===== src/rtl/mxa_dram_pkg.sv =====
package mxa_dram_pkg;

  typedef enum logic [1:0] {
    ACC_IDLE,
    ACC_READ,
    ACC_WRITE,
    ACC_REFRESH
  } acc_kind_e;

  // Row that follows cur in refresh order, wrapping after the last row.
  function automatic int unsigned next_row(int unsigned cur, int unsigned rows);
    return (cur + 1 >= rows) ? 0 : cur + 1;
  endfunction

  // Flat bit position of a cell: row in the upper bits, column in the lower.
  function automatic int unsigned cell_index(int unsigned row, int unsigned col,
                                             int unsigned col_w);
    return (row << col_w) | col;
  endfunction

endpackage


===== src/rtl/mxa_dram_edge.sv =====
module mxa_dram_edge (
  input  logic clk,
  input  logic rst_n,
  input  logic sig_n,
  output logic prev_n,
  output logic fall,
  output logic rise
);
  always_ff @(posedge clk) begin
    if (!rst_n) prev_n <= 1'b1;
    else        prev_n <= sig_n;
  end

  assign fall = prev_n & ~sig_n;
  assign rise = ~prev_n & sig_n;
endmodule


===== src/rtl/mxa_dram_array.sv =====
module mxa_dram_array #(
  parameter int ADDR_W = 5
) (
  input  logic              clk,
  input  logic              rst_n,
  input  logic              wr_en,
  input  logic [ADDR_W-1:0] row,
  input  logic [ADDR_W-1:0] col,
  input  logic              wr_bit,
  output logic              rd_bit
);
  import mxa_dram_pkg::*;

  localparam int IDX_W = 2 * ADDR_W;
  localparam int CELLS = 1 << IDX_W;

  logic [CELLS-1:0] cells;
  logic [IDX_W-1:0] idx;

  assign idx    = IDX_W'(cell_index(32'(row), 32'(col), ADDR_W));
  assign rd_bit = cells[idx];

  always_ff @(posedge clk) begin
    if (!rst_n)     cells      <= '0;
    else if (wr_en) cells[idx] <= wr_bit;
  end
endmodule


===== src/rtl/mxa_dram_rfsh.sv =====
module mxa_dram_rfsh #(
  parameter int ADDR_W = 5
) (
  input  logic              clk,
  input  logic              rst_n,
  input  logic              step,
  output logic [ADDR_W-1:0] cnt,
  output logic              all_fresh
);
  import mxa_dram_pkg::*;

  localparam int unsigned ROWS = 1 << ADDR_W;

  logic [ROWS-1:0] flags;

  always_ff @(posedge clk) begin
    if (!rst_n) begin
      cnt   <= '0;
      flags <= '0;
    end else if (step) begin
      flags[cnt] <= 1'b1;
      cnt        <= ADDR_W'(next_row(32'(cnt), ROWS));
    end
  end

  assign all_fresh = &flags;
endmodule


===== src/rtl/mxa_dram.sv =====
module mxa_dram #(
  parameter int ADDR_W = 5
) (
  input  logic              clk,
  input  logic              rst_n,
  input  logic [ADDR_W-1:0] addr,
  input  logic              ras_n,
  input  logic              cas_n,
  input  logic              we_n,
  input  logic              din,
  output logic              dout,
  output logic              dout_en,
  output logic              rfsh_stb,
  output logic [ADDR_W-1:0] rfsh_row,
  output logic              all_fresh
);
  import mxa_dram_pkg::*;

  // Strobe edge events, named for the checker.
  logic ras_prev_n, ras_fall, ras_rise;
  logic cas_prev_n, cas_fall, cas_rise;
  logic cbr_hit, row_fall;
  logic row_open;
  logic [ADDR_W-1:0] row_q;
  logic [ADDR_W-1:0] rfsh_cnt;
  logic rd_active, dout_q, rd_bit;
  acc_kind_e kind;

  mxa_dram_edge u_ras_edge (
    .clk(clk), .rst_n(rst_n), .sig_n(ras_n),
    .prev_n(ras_prev_n), .fall(ras_fall), .rise(ras_rise)
  );

  mxa_dram_edge u_cas_edge (
    .clk(clk), .rst_n(rst_n), .sig_n(cas_n),
    .prev_n(cas_prev_n), .fall(cas_fall), .rise(cas_rise)
  );

  // Column strobe held low across the row strobe edge means refresh.
  assign cbr_hit  = ras_fall & ~cas_prev_n & ~cas_n;
  assign row_fall = ras_fall & ~cbr_hit;

  always_comb begin
    kind = ACC_IDLE;
    if (cbr_hit)                 kind = ACC_REFRESH;
    else if (cas_fall && row_open) kind = we_n ? ACC_READ : ACC_WRITE;
  end

  mxa_dram_array #(.ADDR_W(ADDR_W)) u_array (
    .clk(clk), .rst_n(rst_n),
    .wr_en(kind == ACC_WRITE),
    .row(row_q), .col(addr),
    .wr_bit(din), .rd_bit(rd_bit)
  );

  mxa_dram_rfsh #(.ADDR_W(ADDR_W)) u_rfsh (
    .clk(clk), .rst_n(rst_n),
    .step(kind == ACC_REFRESH),
    .cnt(rfsh_cnt), .all_fresh(all_fresh)
  );

  always_ff @(posedge clk) begin
    if (!rst_n) begin
      row_open  <= 1'b0;
      row_q     <= '0;
      rd_active <= 1'b0;
      dout_q    <= 1'b0;
      rfsh_stb  <= 1'b0;
      rfsh_row  <= '0;
    end else begin
      if (ras_rise) begin
        row_open <= 1'b0;
      end else if (row_fall) begin
        row_open <= 1'b1;
        row_q    <= addr;
      end

      if (kind == ACC_READ) begin
        rd_active <= 1'b1;
        dout_q    <= rd_bit;
      end else if (cas_rise || ras_rise || kind == ACC_WRITE) begin
        rd_active <= 1'b0;
      end

      rfsh_stb <= cbr_hit;
      if (cbr_hit) rfsh_row <= rfsh_cnt;
    end
  end

  assign dout_en = rd_active;
  assign dout    = rd_active & dout_q;
endmodule


===== config.mk =====
export PLATFORM = sky130hd
export DESIGN_NAME = mxa_dram
export DESIGN_NICKNAME = d
export VERILOG_FILES = /design/src/rtl/mxa_dram_pkg.sv /design/src/rtl/mxa_dram_edge.sv /design/src/rtl/mxa_dram_array.sv /design/src/rtl/mxa_dram_rfsh.sv /design/src/rtl/mxa_dram.sv
export SDC_FILE = /design/constraint.sdc
export NUM_CORES = 2
export LEC_CHECK = 0
export ABC_AREA = 1
export BUFFER_PORTS_ARGS = -buffer_cell sky130_fd_sc_hd__buf_2
export CAP_MARGIN = 40
export CELL_PAD_IN_SITES_DETAIL_PLACEMENT = 1
export CELL_PAD_IN_SITES_GLOBAL_PLACEMENT = 1
export CORE_MARGIN = 3
export CORE_UTILIZATION = 30
export DETAILED_ROUTE_END_ITERATION = 8
export PLACE_DENSITY_LB_ADDON = 0.05
export REMOVE_ABC_BUFFERS = 1
export SYNTH_ARGS = -nofsm -noshare
export SYNTH_HDL_FRONTEND = slang
export SYNTH_SLANG_ARGS = --single-unit

===== constraint.sdc =====
create_clock -name clk -period 2.8 [get_ports clk]
set_clock_uncertainty 0.15 [all_clocks]
set_input_delay 0.14 -clock clk [delete_from_list [all_inputs] [get_ports clk]]
set_output_delay 0.14 -clock clk [all_outputs]
set_load 0.1 [all_outputs]

Yosys cells after proc, flatten, opt, wreduce, memory -nomap -nowiden
Cells that the tools add are included.
Widths: inputs -> output; s select.
{"block": "word_totals", "word_cells": 59, "reg_bits": 1077}
{"block": "op_classes", "n_eq_ne": 3, "reduce_logical": 9, "bitwise": 17, "mux": 13, "n_addsub": 1, "order_cmp": 5}
{"operator": "$bwmux 1024", "count": 1}
{"operator": "$or 32x32->32", "count": 1}
{"operator": "$reduce_and 32->1", "count": 1}
{"operator": "$lt 10x11->1 const B", "count": 1}
{"operator": "$bmux 1 s10", "count": 1}
{"operator": "$demux 1 s10", "count": 1}
{"operator": "$ge 10x1->1 const B", "count": 1}
{"operator": "$or 10x5->10", "count": 1}
{"operator": "$and 1x1->1", "count": 8}
{"operator": "$not 1->1", "count": 7}
{"operator": "$add 5x1->6 const B", "count": 1}
{"operator": "$ge 6x6->1 const B", "count": 1}
{"operator": "$lt 5x6->1 const B", "count": 1}
{"operator": "$mux 2", "count": 3}
{"operator": "$demux 1 s5", "count": 1}
{"operator": "$ge 5x1->1 const B", "count": 1}
{"operator": "$mux 1", "count": 5}
{"operator": "$mux 5", "count": 1}
{"operator": "$eq 2x2->1 const B", "count": 2}
{"operator": "$logic_and 1x1->1", "count": 3}
{"operator": "$eq 2x1->1 const B", "count": 1}
{"operator": "$logic_or 1x1->1", "count": 2}
{"operator": "$reduce_and 2->1", "count": 1}
{"operator": "$reduce_bool 2->1", "count": 1}
{"operator": "$reduce_or 2->1", "count": 1}

Longest topological paths before layout
{"block": "logic_depth", "ltp_word": 9, "mapped_depth": 21, "depth_no_buf": 17}

Cells and area by module
From an unflattened synthesis, not the netlist that was laid out.
{"block": "unflattened", "cells_unflattened": 7865, "area_unflattened_um2": 51783.4}
{"mod": "mxa_dram_array", "n_inst": 1, "cells_per_inst": 7577, "seq_area_each_um2": 20499.7, "area_per_inst_um2": 49663.9}
{"mod": "mxa_dram_rfsh", "n_inst": 1, "cells_per_inst": 193, "seq_area_each_um2": 740.7, "area_per_inst_um2": 1443.9}
{"mod": "mxa_dram", "n_inst": 1, "cells_per_inst": 83, "seq_area_each_um2": 280.3, "area_per_inst_um2": 598.1}
{"mod": "mxa_dram_edge", "n_inst": 2, "cells_per_inst": 6, "seq_area_each_um2": 20.0, "area_per_inst_um2": 38.8}

Worst setup path before layout
No wires, ideal clock.
{"block": "synth_timing", "path_type": "reg2out", "startpoint": "reg u_rfsh.flags[22]", "endpoint": "out all_fresh", "path_stages_with_launch": 4, "path_buffers": 0, "t_arrival_ps": 2150, "slack_ps": 360, "required_time_ps": 2510, "cell_sequence": "dfxtp_1 > nand4_1 > or4_1 > nor2_1"}
{"block": "synth_via", "elab_chain_cells": 1}
{"element": "start, declared", "line_no": "mxa_dram_rfsh.sv:14", "rtl": "logic [ROWS-1:0] flags;"}
{"element": "start signal, assigned", "line_no": "mxa_dram_rfsh.sv:19", "rtl": "flags <= '0;"}
{"element": "start signal, assigned by index", "line_no": "mxa_dram_rfsh.sv:21", "rtl": "flags[cnt] <= 1'b1;"}
{"element": "$reduce_and 32->1", "line_no": "mxa_dram_rfsh.sv:26", "rtl": "assign all_fresh = &flags;"}
{"element": "end, declared", "line_no": "mxa_dram.sv:15", "rtl": "output logic all_fresh"}
Every way passes these cells.

Worst setup path after layout
{"block": "layout_timing", "startpoint": "reg row_q[2]", "endpoint": "reg dout_q"}
{"block": "layout_via", "elab_chain_cells": 3}
{"element": "start, declared", "line_no": "mxa_dram.sv:24", "rtl": "logic [ADDR_W-1:0] row_q;"}
{"element": "start signal, assigned", "line_no": "mxa_dram.sv:75", "rtl": "row_q <= addr;"}
{"element": "$or 10x5->10", "line_no": "mxa_dram_pkg.sv:18", "rtl": "return (row << col_w) | col;"}
{"element": "$bmux 1 s10", "line_no": "mxa_dram_array.sv:21", "rtl": "assign rd_bit = cells[idx];"}
{"element": "$mux 1 (not written as such)", "line_no": "mxa_dram_array.sv:21"}
{"element": "end signal, assigned", "line_no": "mxa_dram.sv:80", "rtl": "dout_q <= rd_bit;"}
{"element": "end, declared", "line_no": "mxa_dram.sv:26", "rtl": "logic rd_active, dout_q, rd_bit;"}
Every way passes these cells. The select of a mux whose other input is x is not followed.
A chain may end at the register's enable or synchronous reset.

==> key figures <==
Place
  • Placed cell area: 57200 µm²
  • Final HPWL DP: 163000 µm
  • Placed cells: 9777
  • Setup WS pre-CTS: -0.104 ns
  • PortBufs: 19
  • Final RePlAce weighted congestion: 0.819

CTS
  • CTS max path bufs: 3
  • Clk slew on worst S/H paths: 0.06 ns
  • H-tree depth: 4
  • Clk root buf: clkbuf_16
  • Clock tree from TritonCTS: done
  • Cts bufs inserted: 139
  • Clk_lat worst skew: 0.80 ns
  • Clk sink count: 1077

Route
  • Drt drc: 0
  • DR iter-0 viols: 4469
  • Drt pass-1 iters: 6
  • Via density: 5.44
  • Drt wl/cell: 26.7 µm
  • ANT nets after route: 0
  • DR vias: 54600
  • Total Routed Length: 268000 µm

Worst setup path
  • Worst R2R Setup Slack: 0.08 ns
  • CP startpoint kind: flip-flop
  • RR Endpoint: dout_q
  • Crit path from: row_q[2]
  • CP max-delay cell: dfxtp_1
  • Worst-path maximum fanout: 8
  • R2R cell count: 13
  • Worst Path Arrival: 3.24 ns
  • CP bufs+invs: 5
  • Critical Path RT: 3.32 ns
  • RR Startpoint: row_q[2]
  • Crit-path leading delay family: buffers and inverters
  • Worst setup EP type: flip-flop
  • Most used cell, CP: nor2_1
  • Max stage delay on crit path: 0.35 ns
  • Worst setup path class: reg2reg
  • Worst-path cell chain: inv_1, nor3_1, buf_4, clkinvlp_4, buf_4, nor2_2, buf_12, a21oi_1, nand2_1, nor2_1, nand3_1, nor2_1, nor2_1

Global routing
  • Number of global-route vias before repair: 54000
  • GRT overflow: 0
  • First-pass GRT wire length: 389000 µm
  • Total global-route track usage: 0.293
  • Initial antenna violation count: 11
  • Largest net degree at the start of global routing: 146

Status
  • Status: finished clean

Min path
  • Hold path start: rst_n
  • HP Class: in2reg
  • Worst hold path depth: 4
  • Min-Delay Endpoint: u_array.cells[521]

Timing
  • Min Tclk post-route: 2.72 ns
  • Slew @ Worst Pin: 0.882 ns
  • Achievable Freq: 368 MHz
  • Tcrit/Tclk final: 0.971
  • Max-slew violation count: 0
  • Slew headroom: 0.412
  • Hold Fails Final Rpt: 0
  • RSZ-0062 raised after global routing: false
  • Setup Viol. Count Final: 0
  • Setup slack after layout: 0.0803 ns

Synthesis
  • Mapped Area: 51900 µm²
  • Post-synth top flop: dfxtp_1
  • Synth top cells by count: nand2_1, dfxtp_1, o21ai_0
  • Seq/Total Area, Yosys: 0.416
  • #FFs+latches synth: 1077
  • Synth warn: 0
  • Async SR Flop Fraction: 0
  • Largest cells by area after synthesis: dfxtp_1, nand2_1, o21ai_0, a21oi_1, nor2_1
  • Largest area contributor in the netlist: dfxtp_1
  • Most common cell in the synthesized netlist: nand2_1
  • EDFF count, synth: 0
  • Post-Synthesis Cells: 7702
  • Syn_area_per_cell: 6.74 µm²
  • Yosys cell types: 36
  • Share of the synthesized area in the top cell type: 0.416

Power
  • Power per Cell Area: 579 nW/µm²
  • Peak supply drop: 626 µV
  • Leakage: 22.6 nW

Floorplan
  • CORE AREA: 171000 µm²
  • Standard-cell row count: 151
  • Die area: 178000 µm²
  • Die Span Y: 422 µm
  • Die span in x: 422 µm
  • # IOs: 20
  • Initial Util: 0.304

Finish
  • Area Overhead vs Synth: 19.2%
  • Share of cells above drive strength 1: 0.0978
  • Final std cells w/o fill: 10000
  • Final core utilization: 0.363
  • Final Cell Area: 61900 µm²
  • Fillers: 21100
  • Nets: 7655

Job
  • Max Cap Viol: 0
[worst max-delay path by stage]
stage	to	depth (start not counted)
after floorplan	u_array.cells[1000]	3
after detailed placement	dout_q	20
after CTS	all_fresh	4
final	dout_q	13
after global placement	dout_q	20
after global routing	dout_q	19
[power by group]
part	switching [mW]	internal, mW
clock	7.44	10.6
combinational	1.83	0.595
sequential	0.0148	15.3
total	9.29	26.5
[sequential cells by signal, summed over array words and instances (netlist names), 5 cells and up]
name,flops
u_rfsh.flags,32
u_array.cells,1024
u_rfsh.cnt,5
row_q,5
rfsh_row,5
[stage by stage]
stage	hold slack, ns	total power [mW]	TNS (ns)
global route	0.163	36.9	0
CTS	0.108	36.2	0
detailed placement	0.231	18.1	-0.104
floorplan	0.0587	16.6	-2759.65
global placement	0.224	18.1	-0.143
finish	0.179	35.8	0
[layer usage]
layer	part of all wire	GRT usage	vias up
met2	0.44	0.468	1470
met3	0.049	0.0322	370
li1	-	-	25300
met5	0	0	-
met4	0.030	0.0884	0
met1	0.48	0.414	27400
[cells in the final DEF (no fill, tap or decap), drive strengths merged]
master / n
or4: 1
clkbuf: 213
a31oi: 441
nand3: 30
a22oi: 51
buf: 440
o21a: 317
diode: 1
a21oi: 669
dfxtp: 1077
clkinv: 23
ha: 4
nor2: 833
o211a: 19
nand4: 21
clkinvlp: 3
a311oi: 16
o22ai: 1
dlygate4sd3: 14
nor3: 16
nand2: 1868
inv: 607
bufinv: 5
o21ai: 1059
a211oi: 6
nor4: 4
nor3b: 1
a221oi: 1
o21bai: 1
[cell type report]
| cell class | instances | area (µm²) | share of cell area |
|---|---|---|---|
| multi-input cells | 5359 | 25500 | 0.412 |
| flip-flops and latches | 1077 | 21600 | 0.349 |
| clock buffers | 213 | 4130 | 0.0668 |
| inverters | 609 | 2320 | 0.0375 |
| diodes | 1 | 2.50 | 0.0000405 |
| well taps | 2295 | 2870 | 0.0464 |
| clock inverters | 29 | 318 | 0.00514 |
| repair buffers | 454 | 5200 | 0.0840 |
[cell families after synthesis]
logic type,count (synthesis),synth area share
DFF,1077,0.416
buffers and inverters,1266,0.0971
and+or+nand+nor,2774,0.206
adders and majority gates,4,0.000965
AOI/OAI and AO/OA,2581,0.281
[worst reg2reg max path, cell delays in order (launching register included)]
cell and delay [ns]:
dfxtp_1 0.35, inv_1 0.16, nor3_1 0.08, buf_4 0.16, clkinvlp_4 0.22, buf_4 0.20, nor2_2 0.05, buf_12 0.16
a21oi_1 0.36, nand2_1 0.29, nor2_1 0.16, nand3_1 0.12, nor2_1 0.11, nor2_1 0.04
[repair_timing]
| item | in CTS | in global routing |
|---|---|---|
| endpoints found under the setup margin | 2 | 4 |
| buffers inserted | 0 | 3 |
| hold buffers | 14 | 0 |
| hold endpoints to repair | 465 | 0 |
| gates resized for setup | 2 | 2 |
| pin swaps | 0 | 1 |
Note: power is estimated with default switching activity, not from simulation.
